<file path="src/rtl/pic_pkg.sv">
package pic_pkg;
    localparam int NIRQ     = 8;
    localparam int DW       = 8;
    localparam int IDW      = $clog2(NIRQ);
    localparam int INIT_BIT = 4;

    typedef logic [NIRQ-1:0] irq_vec_t;
    typedef logic [DW-1:0]   byte_t;
    typedef logic [IDW-1:0]  irq_id_t;

    localparam byte_t CMD_EOI = 8'h20;

    typedef enum logic {PORT_CMD = 1'b0, PORT_DATA = 1'b1} port_e;

    typedef struct packed {
        logic     fire;
        irq_vec_t onehot;
        irq_id_t  id;
    } grant_t;

    function automatic irq_vec_t lowest_onehot(irq_vec_t v);
        irq_vec_t neg;
        neg = ~v + NIRQ'(1);
        return v & neg;
    endfunction

    // Bits of strictly higher priority than the lowest-indexed set bit.
    function automatic irq_vec_t above_mask(irq_vec_t isr);
        irq_vec_t low;
        low = lowest_onehot(isr);
        if (isr == '0) return '1;
        return low - NIRQ'(1);
    endfunction

    function automatic irq_id_t id_of(irq_vec_t onehot);
        irq_id_t id;
        id = '0;
        for (int i = 0; i < NIRQ; i++)
            if (onehot[i]) id = irq_id_t'(i);
        return id;
    endfunction
endpackage

</file>
<file path="src/rtl/pic_req_latch.sv">
module pic_req_latch
    import pic_pkg::*;
(
    input  logic     clk,
    input  logic     rst,
    input  irq_vec_t irq_in,
    input  irq_vec_t clr,
    output irq_vec_t pending
);
    irq_vec_t prev_q;

    for (genvar i = 0; i < NIRQ; i++) begin : g_line
        always_ff @(posedge clk) begin
            if (rst) begin
                prev_q[i]  <= 1'b0;
                pending[i] <= 1'b0;
            end else begin
                prev_q[i]  <= irq_in[i];
                pending[i] <= (pending[i] & ~clr[i]) | (irq_in[i] & ~prev_q[i]);
            end
        end
    end
endmodule

</file>
<file path="src/rtl/pic_resolver.sv">
module pic_resolver
    import pic_pkg::*;
(
    input  irq_vec_t pending,
    input  irq_vec_t mask,
    input  irq_vec_t isr,
    output logic     any_req,
    output irq_vec_t cand_onehot,
    output irq_id_t  cand_id
);
    irq_vec_t eligible;

    always_comb begin
        eligible    = pending & ~mask & above_mask(isr);
        cand_onehot = lowest_onehot(eligible);
        cand_id     = id_of(cand_onehot);
        any_req     = |eligible;
    end
endmodule

</file>
<file path="src/rtl/pic_regs.sv">
module pic_regs
    import pic_pkg::*;
(
    input  logic     clk,
    input  logic     rst,
    input  logic     we,
    input  port_e    addr,
    input  byte_t    wdata,
    input  grant_t   grant,
    output irq_vec_t mask_q,
    output byte_t    base_q,
    output irq_vec_t isr_q,
    output byte_t    rdata
);
    logic     init_q;
    logic     cmd_wr, data_wr, eoi;
    irq_vec_t isr_clear, isr_set;

    always_comb begin
        cmd_wr    = we && (addr == PORT_CMD);
        data_wr   = we && (addr == PORT_DATA);
        eoi       = cmd_wr && (wdata == CMD_EOI);
        isr_clear = eoi ? lowest_onehot(isr_q) : '0;
        isr_set   = grant.fire ? grant.onehot : '0;
        rdata     = (addr == PORT_DATA) ? byte_t'(mask_q) : byte_t'(isr_q);
    end

    always_ff @(posedge clk) begin
        if (rst) begin
            mask_q <= '1;
            base_q <= '0;
            isr_q  <= '0;
            init_q <= 1'b0;
        end else begin
            isr_q <= (isr_q & ~isr_clear) | isr_set;
            if (cmd_wr && !eoi && wdata[INIT_BIT])
                init_q <= 1'b1;
            if (data_wr) begin
                if (init_q) begin
                    base_q <= {wdata[DW-1:IDW], IDW'(0)};
                    init_q <= 1'b0;
                end else begin
                    mask_q <= irq_vec_t'(wdata);
                end
            end
        end
    end
endmodule

</file>
<file path="src/rtl/prio_irq_ctrl.sv">
module prio_irq_ctrl
    import pic_pkg::*;
(
    input  logic       clk,
    input  logic       rst,
    input  logic [7:0] irq_in,
    input  logic       reg_we,
    input  logic       reg_addr,
    input  logic [7:0] reg_wdata,
    output logic [7:0] reg_rdata,
    input  logic       inta_n,
    output logic       intr,
    output logic [7:0] vec_out,
    output logic       vec_valid
);
    irq_vec_t pending_q, mask_q, isr_q, cand_onehot;
    irq_id_t  cand_id;
    byte_t    base_q;
    logic     any_req, inta_prev_n;
    grant_t   grant;

    pic_req_latch u_latch (
        .clk(clk), .rst(rst), .irq_in(irq_in),
        .clr(grant.fire ? grant.onehot : irq_vec_t'(0)),
        .pending(pending_q)
    );

    pic_resolver u_res (
        .pending(pending_q), .mask(mask_q), .isr(isr_q),
        .any_req(any_req), .cand_onehot(cand_onehot), .cand_id(cand_id)
    );

    always_comb begin
        grant.fire   = !inta_n && inta_prev_n && any_req;
        grant.onehot = cand_onehot;
        grant.id     = cand_id;
        intr         = any_req;
    end

    pic_regs u_regs (
        .clk(clk), .rst(rst), .we(reg_we), .addr(port_e'(reg_addr)),
        .wdata(reg_wdata), .grant(grant),
        .mask_q(mask_q), .base_q(base_q), .isr_q(isr_q), .rdata(reg_rdata)
    );

    always_ff @(posedge clk) begin
        if (rst) begin
            inta_prev_n <= 1'b1;
            vec_valid   <= 1'b0;
            vec_out     <= '0;
        end else begin
            inta_prev_n <= inta_n;
            vec_valid   <= grant.fire;
            if (grant.fire)
                vec_out <= {base_q[DW-1:IDW], grant.id};
        end
    end
endmodule

</file>
<file path="config.mk">
export PLATFORM = sky130hd
export DESIGN_NAME = prio_irq_ctrl
export DESIGN_NICKNAME = d
export VERILOG_FILES = /design/src/rtl/pic_pkg.sv /design/src/rtl/pic_req_latch.sv /design/src/rtl/pic_resolver.sv /design/src/rtl/pic_regs.sv /design/src/rtl/prio_irq_ctrl.sv
export SDC_FILE = /design/constraint.sdc
export NUM_CORES = 1
export LEC_CHECK = 0
export ABC_AREA = 1
export BUFFER_PORTS_ARGS = -buffer_cell sky130_fd_sc_hd__buf_4
export CAP_MARGIN = 20
export CORE_ASPECT_RATIO = 0.7
export CORE_MARGIN = 2
export CORE_UTILIZATION = 59
export DETAILED_ROUTE_END_ITERATION = 7
export GPL_ROUTABILITY_DRIVEN = 1
export HOLD_SLACK_MARGIN = 0.05
export PLACE_DENSITY = 0.93
export SLEW_MARGIN = 40
export SYNTH_ARGS = -nofsm -noshare
export SYNTH_HDL_FRONTEND = slang
export SYNTH_SLANG_ARGS = --single-unit
</file>
<file path="constraint.sdc">
create_clock -name clk -period 3.15 [get_ports clk]
set_input_delay 0.4725 -clock clk [delete_from_list [all_inputs] [get_ports clk]]
set_output_delay 0.4725 -clock clk [all_outputs]
set_load 0.03 [all_outputs]
</file>
# After elaboration in Yosys (flattened, before gate mapping)
# Index checks and enable logic that the tools add are counted.
totals:
  register_bits: 48
  output_inout_bits: 18
  elab_cells: 108
  inputBits: 21
op_classes:
  n_reduce_logical: 13
  n_mux: 16
  n_eq_ne: 1
  n_addsub: 3
  n_bitwise: 52
op_table:
  columns: ["op", "count"]
  rows:
  - ["$and 8x8->8", 5]
  - ["$mux 8", 5]
  - ["$not 8->8", 4]
  - ["$not 1->1", 18]
  - ["$add 8x1->8 const B", 2]
  - ["$and 1x1->1", 16]
  - ["$mux 3", 4]
  - ["$eq 8x6->1 const B", 1]
  - ["$logic_not 8->1", 1]
  - ["$or 1x1->1", 8]
  - ["$or 8x8->8", 1]
  - ["$reduce_or 8->1", 1]
  - ["$sub 8x1->8 const B", 1]
  - ["$logic_and 1x1->1", 7]
  - ["$mux 1", 5]
  - ["$mux 2", 2]
  - ["$reduce_and 2->1", 2]
  - ["$logic_not 1->1", 2]

# Logic depth before layout (Yosys ltp)
depth:
  word_depth: 16
  ltp_mapped: 11
  mapped_depth_nobuf: 11

# Cells and area by module
# A second synthesis with hierarchy kept.
hier_totals:
  hier_cells: 372
  area_unflattened_um2: 2560.0
by_module_without_submodules:
  columns: ["module", "seq_area_each_um2", "area_each_um2", "cells_per_inst", "instances"]
  rows:
  - ["pic_regs", 440.4, 1057.3, 153, 1]
  - ["pic_req_latch", 320.3, 638.1, 75, 1]
  - ["prio_irq_ctrl", 200.2, 467.9, 74, 1]
  - ["pic_resolver", 0.0, 396.6, 70, 1]

# Worst setup path before layout
# No wires, ideal clock.
synth_path:
  path_kind: "input -> output"
  startpoint: "input reg_addr"
  endpoint: "output reg_rdata[4]"
  slack_ns: 1.149
  arrival_ns: 1.529
  n_path_buf: 2
  path_stages: 3
  path_cell_list: "clkbuf_1 > clkbuf_1 > o21ai_0"
synth_between:
  elab_chain_cells: 1
synth_rtl:
  columns: ["item", "line_no", "rtl"]
  rows:
  - ["from (decl)", "prio_irq_ctrl.sv:8", "input logic reg_addr,"]
  - ["$mux 8", "pic_regs.sv:25", "rdata = (addr == PORT_DATA) ? byte_t'(mask_q) : byte_t'(isr_q);"]
  - ["to (decl)", "prio_irq_ctrl.sv:10", "output logic [7:0] reg_rdata,"]
# No other way between the ends.

# Worst setup path after layout
layout_path:
  startpoint: "register u_regs.isr_q[0]"
  endpoint: "output intr"
layout_between:
  elab_chain_cells: 7
layout_rtl:
  columns: ["item", "line_no", "rtl"]
  rows:
  - ["from (decl)", "pic_regs.sv:12", "output irq_vec_t isr_q,"]
  - ["from (signal assigned)", "pic_regs.sv:35", "isr_q <= (isr_q & ~isr_clear) | isr_set;"]
  - ["$not 8->8", "pic_pkg.sv:23", "neg = ~v + NIRQ'(1);"]
  - ["$add 8x1->8", "pic_pkg.sv:23", null]
  - ["$and 8x8->8", "pic_pkg.sv:24", "return v & neg;"]
  - ["$sub 8x1->8", "pic_pkg.sv:32", "return low - NIRQ'(1);"]
  - ["$mux 8 *", "pic_pkg.sv:32", null]
  - ["$and 8x8->8 *", "pic_resolver.sv:14", "eligible = pending & ~mask & above_mask(isr);"]
  - ["$reduce_or 8->1 *", "pic_resolver.sv:17", "any_req = |eligible;"]
  - ["to (decl)", "prio_irq_ctrl.sv:12", "output logic intr,"]
# Mark *: on every way between the ends. The rest lies on a longest branch, timed or not.

==> results.py <==
metrics = {
    "run_status": {
        "outcome": "completed",
    },
    "worst_setup_path": {
        "cp.required_ns": 2.68,
        "crit_path_end_kind": "output port",
        "cp_cell_sequence": "inv_2, nand2_2, nor2_2, nor2_4, inv_2, nor2_4, nand2_2, buf_4",
        "cp.arrival_ns": 1.61,
        "critPathLaunchType": "flop",
        "critPathSlowestCell": "dfxtp_1",
        "crit_fanout": 5,
        "worstSetupPathType": "flop to output port",
        "slowest_delay_ns": 0.45,
    },
    "logic_synthesis": {
        "yosys_warnings": 0,
        "ys_seq_area_frac": 0.4473,
        "syn_inst": 300,
        "avgSynthCellArea_um2": 7.161,
        "synthesis.area_mm2": 0.002148,
        "ys_ff_latch": 48,
        "synth_adder_area_share": 0,
        "synth_compound_area_frac": 0.1159,
        "synth-xor-area-share": 0,
        "synth_top_family_by_area": "simple AND/OR/NAND/NOR gates",
        "synth_mux_area_frac": 0.005242,
        "syn_nets": 321,
        "yosys.area_share.simple": 0.3250,
        "synthDistinctLibCells": 27,
    },
    "floorplanning": {
        "die_y_um": 54.49,
        "die_x_um": 76.12,
        "start_util": 0.6115,
        "num_rows": 18,
        "ios": 39,
        "core_mm2": 0.003513,
        "die-area_mm2": 0.004147,
    },
    "grt": {
        "grt_overflow": 0,
        "grt.total_usage": 0.2501,
        "grt_max_degree": 30,
        "antenna_found_initial": 0,
        "grt_pass1_wl_um": 7838,
        "grt_pass1_vias": 1718,
    },
    "timing": {
        "hold_viol": 0,
        "fmax_ghz": 0.4796,
        "rsz0062_at_grt": "false",
        "setup_viol": 0,
        "relSlewSlack": 0.4797,
        "final.min_clock_period_ns": 2.085,
        "finalMaxSlewViolations": 0,
        "skew_ns": 0.004408,
        "tightest_slew_ns": 0.7796,
        "finalSetupTns_ns": 0,
        "min_period_over_period": 0.6619,
    },
    "layout": {
        "syn2layout_area_growth_pct": 18.58,
        "layout-drive-gt1-share": 0.2107,
        "antenna_cells": 0,
        "nets": 357,
        "layout_common_cells": "57 x nand2_1, 50 x nor2_1, 48 x dfxtp_1",
        "design_area_mm2": 0.002547,
        "multi_input_area_um2": 958.4,
        "final.fill_count": 299,
        "final_common_cell": "nand2_1",
        "regArea_um2": 960.9,
    },
    "clock_tree": {
        "cts-buffers-inserted": 5,
        "clk_pin_slew_ns": 0.09,
        "cts_setup_buffers": 0,
        "clock-sinks": 48,
        "post_cts_resized": 0,
        "htreeDepth": 2,
        "root_buffer": "clkbuf_8",
        "insertion_delay_ns": 0.30,
        "holdBufCountCts": 0,
        "cts_tree": "done",
        "cts_buffer_depth": 2,
    },
    "placement": {
        "placed_cell_area_mm2": 0.002440,
        "place.gp.congestion": 0.8749,
        "io_buffers": 38,
        "hpwl_um": 3691,
    },
    "route": {
        "drt-initial-drc-count": 128,
        "antenna_left": 0,
        "vias_per_cell": 5.072,
        "dr.pass1.iters": 4,
        "drc": 0,
        "vias": 1963,
        "wirelength_um": 4892,
        "avgRoutedWirePerCell_um": 12.64,
    },
    "power": {
        "power_density_mw_per_mm2": 526.7,
        "max-vdd-ir-drop_mv": 0.3777,
        "power_leakage_nw": 1.285,
    },
    "flow_run": {
        "drv_cap": 0,
    },
    "worst_hold_path": {
        "min_path_type": "input pin to flop",
    },
}
-- through the flow --
stage,setup WS (ns),util,instances,hold slack (ns),power [mW]
after detailed placement,1.272,0.6944,379,0.4057,0.9120
final,1.065,0.7251,387,0.3477,1.342
after CTS,1.075,0.7251,387,0.3453,1.341
after global placement,1.294,0.6944,379,0.4021,0.9043
after global routing,0.9568,0.7251,387,0.3641,1.391
after floorplan,1.149,-,300,0.3998,0.8345
-- synth_stat cells, drive strengths merged --
library cell	instances	area (um2)
nand2	65	269.0
nor2	57	246.5
dfxtp	48	960.9
inv	46	172.7
o21ai	26	130.1
nand3	21	115.1
a21oi	11	73.82
nand4	7	50.05
clkbuf	6	32.53
o211ai	4	30.03
buf	3	23.77
nor4	2	12.51
a211oi	1	7.510
mux2	1	11.26
nor3	1	5.000
o31ai	1	7.510
-- layer usage --
metal	global-route usage	share of wire	vias up
met5	0	0	-
met4	0.09394	0.013	0
met3	0.04620	0.055	8
met2	0.4286	0.44	56
met1	0.3269	0.49	870
li1	-	-	1029
-- cell families after synthesis --
family                 after synthesis
multiplexers                         1
AND/OR/NAND/NOR                    153
flip-flops                          48
AO/OA/AOI/OAI                       43
buffers and inverters               55
-- state kept, by name, indices dropped and copies added, names as in the netlist --
name,count
inta_prev_n,1
u_latch.pending,8
u_latch.prev_q,8
u_regs.base_q,5
u_regs.init_q,1
u_regs.isr_q,8
u_regs.mask_q,8
vec_out,8
vec_valid,1
-- worst paths after layout --
check                    startpoint                 end  slack (ns)  depth (start not counted)
hold / removal               inta_n         inta_prev_n        0.35                          3
setup reg to reg    u_regs.isr_q[2]  u_latch.pending[0]        1.22                          8
setup / recovery    u_regs.isr_q[0]                intr        1.06                          8
hold reg to reg   u_latch.prev_q[7]  u_latch.pending[7]        0.42                          1
-- cell type report --
cell class,instances,share of cell area
inverters,46,0.06778
clock buffers,6,0.02849
flip-flops and latches,48,0.3772
well taps,50,0.02456
repair buffers,38,0.1120
multi-input cells,197,0.3762
clock inverters,2,0.01375
-- power by group --
| part | total, mW | internal (mW) | switching [mW] | leakage [nW] |
|---|---|---|---|---|
| registers | 0.664 | 0.644 | 0.0199 | 0.395 |
| logic | 0.236 | 0.0855 | 0.151 | 0.835 |
| clock network | 0.442 | 0.236 | 0.206 | 0.0552 |
-- worst max-delay path: cells and delay by family, from the launching register on --
family | cells | cell delay (ns)
simple gates | 5 | 0.53
flops | 1 | 0.45
buf+inv | 3 | 0.32
No activity file was read; power rests on OpenSTA's default activity.
